**src/rtl/fsup_pkg.sv**
```systemverilog
package fsup_pkg;
  localparam int unsigned NUM_FLT = 3;
  localparam int unsigned FLT_OC  = 0;
  localparam int unsigned FLT_OV  = 1;
  localparam int unsigned FLT_UV  = 2;

  typedef logic [NUM_FLT-1:0] flt_vec_t;
endpackage

```
**src/rtl/fsup_blank.sv**
```systemverilog
module fsup_blank #(
  parameter int unsigned BLANK_CYC = 15
) (
  input  logic clk_i,
  input  logic rst_ni,
  input  logic gate_i,
  output logic open_o
);
  localparam int unsigned CW = (BLANK_CYC < 1) ? 1 : $clog2(BLANK_CYC + 1);

  logic [CW-1:0] cnt_q;

  // count resets while gate is low, so every rise restarts the interval
  always_ff @(posedge clk_i or negedge rst_ni) begin
    if (!rst_ni)                       cnt_q <= '0;
    else if (!gate_i)                  cnt_q <= '0;
    else if (cnt_q < CW'(BLANK_CYC))   cnt_q <= cnt_q + 1'b1;
  end

  assign open_o = gate_i && (cnt_q >= CW'(BLANK_CYC));
endmodule

```
**src/rtl/fsup_persist.sv**
```systemverilog
module fsup_persist #(
  parameter int unsigned N = 4
) (
  input  logic clk_i,
  input  logic rst_ni,
  input  logic clr_i,
  input  logic cond_i,
  output logic hit_o
);
  localparam int unsigned CW = $clog2(N + 1);

  logic [CW-1:0] cnt_q;

  always_ff @(posedge clk_i or negedge rst_ni) begin
    if (!rst_ni)              cnt_q <= '0;
    else if (clr_i || !cond_i) cnt_q <= '0;
    else if (cnt_q < CW'(N))  cnt_q <= cnt_q + 1'b1;
  end

  // true on the N-th consecutive sampled edge
  assign hit_o = cond_i && !clr_i && (cnt_q >= CW'(N - 1));
endmodule

```
**src/rtl/fsup_corrective.sv**
```systemverilog
module fsup_corrective (
  input  logic clk_i,
  input  logic rst_ni,
  input  logic armed_i,
  input  logic faulted_i,
  input  logic psave_i,
  input  logic ov_lo_i,
  input  logic uv_lo_i,
  input  logic at_nom_i,
  output logic disch_o,
  output logic boost_o
);
  logic disch_q, boost_q;
  logic live;

  assign live = armed_i && !faulted_i;

  always_ff @(posedge clk_i or negedge rst_ni) begin
    if (!rst_ni)                disch_q <= 1'b0;
    else if (!live)             disch_q <= 1'b0;
    else if (ov_lo_i)           disch_q <= 1'b1;
    else if (at_nom_i)          disch_q <= 1'b0;
  end

  always_ff @(posedge clk_i or negedge rst_ni) begin
    if (!rst_ni)                 boost_q <= 1'b0;
    else if (!live || !psave_i)  boost_q <= 1'b0;
    else if (uv_lo_i)            boost_q <= 1'b1;
    else if (at_nom_i)           boost_q <= 1'b0;
  end

  assign disch_o = disch_q;
  assign boost_o = boost_q;
endmodule

```
**src/rtl/fault_supervisor.sv**
```systemverilog
module fault_supervisor
  import fsup_pkg::*;
#(
  parameter int unsigned CLK_NS       = 10,
  parameter int unsigned BLANK_NS     = 150,
  parameter int unsigned FAULT_CYCLES = 4
) (
  input  logic               clk_i,
  input  logic               rst_ni,
  input  logic               en_i,
  input  logic               vcc_good_i,
  input  logic               vin_good_i,
  input  logic               psave_i,
  input  logic               hs_gate_i,
  input  logic               oc_cmp_i,
  input  logic               ov_lo_i,
  input  logic               ov_hi_i,
  input  logic               uv_lo_i,
  input  logic               uv_hi_i,
  input  logic               at_nom_i,
  output logic               shutdown_o,
  output logic               hs_off_o,
  output logic               ls_off_o,
  output logic               ls_on_o,
  output logic               freq_max_o,
  output logic [NUM_FLT-1:0] fault_o
);
  localparam int unsigned BLANK_CYC = (BLANK_NS + CLK_NS - 1) / CLK_NS;

  logic     armed, oc_open, faulted, disch, boost;
  flt_vec_t cond, hit, fault_q;

  assign armed = en_i && vcc_good_i && vin_good_i;

  fsup_blank #(.BLANK_CYC(BLANK_CYC)) u_blank (
    .clk_i  (clk_i),
    .rst_ni (rst_ni),
    .gate_i (hs_gate_i),
    .open_o (oc_open)
  );

  assign cond[FLT_OC] = oc_open && oc_cmp_i;
  assign cond[FLT_OV] = ov_hi_i;
  assign cond[FLT_UV] = uv_hi_i;

  for (genvar g = 0; g < NUM_FLT; g++) begin : g_flt
    fsup_persist #(.N(FAULT_CYCLES)) u_persist (
      .clk_i  (clk_i),
      .rst_ni (rst_ni),
      .clr_i  (!armed),
      .cond_i (cond[g]),
      .hit_o  (hit[g])
    );

    always_ff @(posedge clk_i or negedge rst_ni) begin
      if (!rst_ni)     fault_q[g] <= 1'b0;
      else if (!armed) fault_q[g] <= 1'b0;
      else if (hit[g]) fault_q[g] <= 1'b1;
    end
  end

  assign faulted = |fault_q;

  fsup_corrective u_corr (
    .clk_i     (clk_i),
    .rst_ni    (rst_ni),
    .armed_i   (armed),
    .faulted_i (faulted),
    .psave_i   (psave_i),
    .ov_lo_i   (ov_lo_i),
    .uv_lo_i   (uv_lo_i),
    .at_nom_i  (at_nom_i),
    .disch_o   (disch),
    .boost_o   (boost)
  );

  assign shutdown_o = faulted;
  assign hs_off_o   = faulted || disch;
  assign ls_off_o   = faulted;
  assign ls_on_o    = disch && !faulted;
  assign freq_max_o = boost && !faulted;
  assign fault_o    = fault_q;
endmodule

```
**config.mk**
```make
export PLATFORM = sky130hd
export DESIGN_NAME = fault_supervisor
export DESIGN_NICKNAME = d
export VERILOG_FILES = /design/src/rtl/fsup_pkg.sv /design/src/rtl/fsup_blank.sv /design/src/rtl/fsup_persist.sv /design/src/rtl/fsup_corrective.sv /design/src/rtl/fault_supervisor.sv
export SDC_FILE = /design/constraint.sdc
export NUM_CORES = 1
export LEC_CHECK = 0
export BUFFER_PORTS_ARGS = -buffer_cell sky130_fd_sc_hd__buf_2
export CORE_MARGIN = 8
export CORE_UTILIZATION = 49
export DETAILED_ROUTE_END_ITERATION = 10
export HOLD_SLACK_MARGIN = 0.15
export PLACE_DENSITY = 0.81
export RECOVER_POWER = 50
export SKIP_LAST_GASP = 1
export SLEW_MARGIN = 20
export SYNTH_ARGS = -nofsm -noshare
export SYNTH_HDL_FRONTEND = slang
export SYNTH_HIERARCHICAL = 1
export SYNTH_SLANG_ARGS = --single-unit
```
**constraint.sdc**
```tcl
create_clock -name clk_i -period 4.15 [get_ports clk_i]
set_input_delay 0.2075 -clock clk_i [delete_from_list [all_inputs] [get_ports clk_i]]
set_output_delay 0.2075 -clock clk_i [all_outputs]
set_load 0.02 [all_outputs]
```
# --- After elaboration in Yosys (flattened, before gate mapping) ---
# Cells that the tools add are included.
word_totals:
  out_inout_bits: 8
  regBits: 18
  input_bits: 13
classes:
  order_cmp: 8
  add_sub_neg: 4
  n_eq_ne: 5
  n_mux: 19
  reduce_logical: 30
ops:
  columns: ["op", "n"]
  rows:
  - ["3-bit two-way mux", 6]
  - ["1-bit logical AND", 13]
  - ["1-bit two-way mux", 11]
  - ["3-bit by 1-bit adder with 3-bit output (second input constant)", 3]
  - ["3-bit by 2-bit greater-or-equal comparator with 1-bit output (second input constant)", 3]
  - ["3-bit < comparator (second input constant)", 3]
  - ["4-bit two-way mux", 2]
  - ["2-bit by 1-bit != test with 1-bit output (second input constant)", 4]
  - ["1-bit logical NOT", 7]
  - ["2-bit nonzero test", 3]
  - ["1-bit logical OR", 5]
  - ["4-bit by 1-bit adder with 4-bit output (second input constant)", 1]
  - ["4-bit greater-or-equal comparator (second input constant)", 1]
  - ["4-bit < comparator (second input constant)", 1]
  - ["3-bit != test (second input constant)", 1]
  - ["3-bit nonzero test", 1]
  - ["3-bit OR reduction", 1]

# --- Longest topological paths before layout ---
depth:
  ltp_word: 7
  ltp_mapped: 7
  mapped_depth_nobuf: 7

# --- Modules after synthesis ---
# Netlist, hierarchy kept.
by_module_without_submodules:
  columns: ["mod", "seq_area_each_um2", "area_per_inst_um2", "cells_per_inst", "n_inst"]
  rows:
  - ["fsup_persist", 75.1, 152.6, 14, 3]
  - ["fsup_blank", 100.1, 212.7, 20, 1]
  - ["fault_supervisor", 75.1, 166.4, 14, 1]
  - ["fsup_corrective", 50.0, 87.6, 7, 1]

# --- Worst setup path before layout ---
# Ideal clock, no wire load.
synth_timing:
  kind: "reg-to-reg"
  start: "register u_blank.cnt_q[0]"
  end: "register fault_q[0] (netlist: fault_o[0])"
  setup_ps: 122
  path_slack_ps: 2594
  period_less_slack_ps: 1556
  stages_incl_launch_ff: 8
  t_arrival_ps: 1434
  cell_sequence: "dfrtp_1 -> ha_1 -> and3_4 -> and2_1 -> and2_1 -> nand2b_1 -> nor2_1 -> o2111a_1"
synth_between:
  elab_chain_cells: 6
synth_lines:
  columns: ["item", "line", "rtl"]
  rows:
  - ["from (decl)", "fsup_blank.sv:11", "logic [CW-1:0] cnt_q;"]
  - ["from (signal assigned)", "fsup_blank.sv:17", "else if (cnt_q < CW'(BLANK_CYC)) cnt_q <= cnt_q + 1'b1;"]
  - ["4-bit greater-or-equal comparator", "fsup_blank.sv:20", "assign open_o = gate_i && (cnt_q >= CW'(BLANK_CYC));"]
  - ["1-bit logical AND", "fsup_blank.sv:20", null]
  - ["net oc_open", "fault_supervisor.sv:30", "logic armed, oc_open, faulted, disch, boost;"]
  - ["1-bit logical AND", "fault_supervisor.sv:42", "assign cond[FLT_OC] = oc_open && oc_cmp_i;"]
  - ["net cond[0]", "fault_supervisor.sv:31", "flt_vec_t cond, hit, fault_q;"]
  - ["1-bit logical AND (2 in series)", "fsup_persist.sv:21", "assign hit_o = cond_i && !clr_i && (cnt_q >= CW'(N - 1));"]
  - ["net hit[0]", "fault_supervisor.sv:31", null]
  - ["2-bit by 1-bit != test with 1-bit output (no source line)", null, null]
  - ["to (signal, indexed assignment)", "fault_supervisor.sv:56", "if (!rst_ni) fault_q[g] <= 1'b0;"]
  - ["to (signal, indexed assignment)", "fault_supervisor.sv:57", "else if (!armed) fault_q[g] <= 1'b0;"]
  - ["to (signal, indexed assignment)", "fault_supervisor.sv:58", "else if (hit[g]) fault_q[g] <= 1'b1;"]
  - ["to (decl)", "fault_supervisor.sv:31", null]
# The timed path passes the listed nets, and every way through them passes these cells.
# A chain may end at the register's enable or synchronous reset.

# --- Final worst setup path ---
# Ends and elaborated chain as after synthesis.

==> flow_summary.json <==
{
  "cts-buffers-inserted": 3,
  "synth_adder_area_share_pct": 9.47,
  "dp_cells": 127,
  "synth-edff-count": 0,
  "drtPass1Iterations": 4,
  "ys.flop_type": "dfrtp_1",
  "area_growth_pct": 17.9,
  "crit_type": "flip-flop to flip-flop",
  "stdcell_count": 132,
  "synth_seq_cells": 18,
  "required_ps": 4330,
  "cp-start-kind": "flip-flop",
  "die_x_um": 59.4,
  "ctsResizeCount": 0,
  "clkPwrFrac_pct": 29.0,
  "synth_compound_area_share_pct": 13.3,
  "ios": 21,
  "synth_seq_area_share_pct": 48.7,
  "yosysWarnings": 6,
  "fin_crit_sh_pct": 39.9,
  "hold_viol_final": 0,
  "synth_area_um2": 925,
  "dp_hpwl_um": 1410,
  "num_vias": 716,
  "slowest_delay_ps": 430,
  "worst_pin_slew_ps": 949,
  "cp_cell_sequence": "ha_1 > and3_4 > and2_1 > and2_1 > nand2b_1 > nor2_1 > o2111a_1",
  "path_buf_inv": 0,
  "rows": 15,
  "synth_mux_area_share_pct": 5.41,
  "multi_input_area_um2": 448,
  "layout-drive-gt1-share_pct": 23.4,
  "cellPowerDensity_nw_per_um2": 265,
  "fin_worst_skew_ps": 3.39,
  "path_depth": 7,
  "drc": 0,
  "r2r-end": "fault_o[0]",
  "drtIter0Drc": 9,
  "netlist-cell-type-count": 24,
  "grt_max_degree": 19,
  "fin_crit_ps": 1650,
  "yosys.area_share.xor_xnor_pct": 2.84,
  "path_clk_slew_ps": 100,
  "core-area_um2": 1750,
  "grt_pass1_wl_um": 2950,
  "port_buffers": 20,
  "avgSynthCellArea_um2": 11.1,
  "clkSinkCount": 18,
  "crit_slowest_cell": "dfrtp_1",
  "p_leak_nw": 0.574,
  "finalWeightedCongestion": 0.705,
  "track_usage_pct": 11.0,
  "h-tree-depth": 1,
  "cpLargestDelayFamily": "simple AND/OR/NAND/NOR gates",
  "p_sw_share_pct": 22.8,
  "synthSimpleGateAreaFrac_pct": 17.5,
  "ff2ff_path_depth": 7,
  "relSlewSlack_pct": 36.7,
  "dieArea_um2": 3530,
  "finalSetupTns_ps": 0,
  "holdCritPathClass": "input port to flip-flop",
  "critPathArrivalTime_ps": 1840,
  "clock-root-buffer": "clkbuf_4",
  "synth_top_family_by_area": "simple AND/OR/NAND/NOR gates",
  "synth_cells": 83,
  "regArea_um2": 450,
  "fill_cells": 161,
  "grt_overflow": 0,
  "cpMostUsedCell": "and2_1",
  "routed_wl_um": 1760,
  "finalSetupViolations": 0,
  "grt_antenna_before_repair": 0,
  "fmax_ghz": 0.604,
  "ir_drop_uv": 173,
  "synth_nets": 103,
  "clock_latency_ps": 280,
  "viasPerCell": 5.42,
  "drv_cap": 0,
  "cp_max_fo": 5,
  "grt_pass1_vias": 709,
  "endpoint": "fault_o[0]",
  "reg2reg_setup_slack_ps": 2500,
  "power.internal_w": 0.000223,
  "p_seq_share_pct": 63.0,
  "initial_core_util_pct": 53.0,
  "netSwitchingPower_w": 0.0000658,
  "clockBufferDepth": 2,
  "status": "completed",
  "pwr-share-comb_pct": 8.0,
  "rsz0062_at_grt": "false",
  "num_antenna_cells": 0,
  "slew_violations": 0,
  "cts_tree": "done",
  "nets": 129,
  "async_flop_share_pct": 100,
  "die_h_um": 59.4,
  "crit_path_end_kind": "flip-flop",
  "r2r_start": "u_blank/cnt_q[0]",
  "ant_nets": 0,
  "critPathLaunch": "u_blank/cnt_q[0]",
  "wl_per_cell_um": 13.4
}
## cells by family after synthesis
| family | after synthesis |
|---|---|
| fa+ha+maj | 7 |
| buf+inv | 6 |
| mux | 5 |
| xor+xnor | 3 |
| flops | 18 |
| simple gates | 29 |
| compound gates | 15 |
## layout make-up
type / instances / share of cell area, %
clock buffers: 3 / 2.07
inverters: 5 / 1.72
multi-input cells: 59 / 41.1
flip-flops and latches: 18 / 41.3
well taps: 25 / 2.87
repair buffers: 22 / 10.9
## cells in the final DEF (no fill, tap or decap), types with 3 or more instances in the layout
cell type  instances
dfrtp_1           18
inv_1              5
mux2i_1            5
ha_1               7
buf_2             19
nor2_1             9
nand2b_1           5
o2111a_1           4
a211oi_1           3
clkbuf_4           3
nand2_1            3
a21oi_1            3
xor2_1             3
## stage by stage
stage	util [%]	hold slack [ps]	instance area, um^2	total power [W]	setup slack, ps
after floorplan	-	-88.1	925	0.000194	2590
after global placement	60.1	159	1050	0.000207	2560
after detailed placement	60.1	162	1050	0.000208	2490
after CTS	62.5	154	1090	0.000294	2480
after global routing	62.4	166	1090	0.000302	2380
final	62.4	164	1090	0.000289	2500
## registers in the layout, summed over array words and instances (netlist names)
| signal | flops |
|---|---|
| u_corr/boost_o | 1 |
| g_flt.u_persist/cnt_q | 9 |
| u_corr/disch_o | 1 |
| u_blank/cnt_q | 4 |
| fault_o | 3 |
## power by group through the flow
| stage | Sequential, W | Clock [W] | Combinational, W |
|---|---|---|---|
| after global placement | 0.000185 | 0 | 0.0000217 |
| after CTS | 0.000182 | 0.0000883 | 0.0000238 |
| after floorplan | 0.000185 | 0 | 0.00000899 |
| after detailed placement | 0.000186 | 0 | 0.0000222 |
| after global routing | 0.000183 | 0.0000926 | 0.0000264 |
| final | 0.000182 | 0.0000837 | 0.0000230 |
## worst min path at each step
stage                       start          endpoint  slack, ps  depth (start not counted)
after global routing      ov_lo_i    u_corr/disch_o        170                          2
final                     ov_lo_i    u_corr/disch_o        160                          2
after CTS                 ov_lo_i    u_corr/disch_o        150                          2
after detailed placement   rst_ni  u_blank/cnt_q[3]        160                          1
after floorplan            rst_ni        fault_o[0]        -90                          0
after global placement     rst_ni  u_blank/cnt_q[3]        160                          1
## what timing repair did
item | 4_1_cts | 5_1_grt
setup buffers | 0 | 0
endpoints found under the hold margin | 19 | 0
endpoints found under the setup margin | 0 | 0
hold buffers | 2 | 0
## metal layers
layer,global-route usage (%),vias to the layer above,routed length [um]
met5,0,-,0
met4,6.14,0,10
met3,3.25,2,143
met2,19.6,22,866
met1,11.0,340,743
li1,-,352,-
## Yosys cell counts (all sizes together) (3+ instances only)
| master | count | area (um^2) |
|---|---|---|
| dfrtp | 18 | 450 |
| nor2 | 9 | 33.8 |
| ha | 7 | 87.6 |
| inv | 5 | 18.8 |
| mux2i | 5 | 50.1 |
| nand2b | 5 | 31.3 |
| o2111a | 4 | 45.0 |
| a211oi | 3 | 22.5 |
| a21oi | 3 | 15.0 |
| nand2 | 3 | 11.3 |
| xor2 | 3 | 26.3 |
Note: power is estimated with default switching activity, not from simulation.
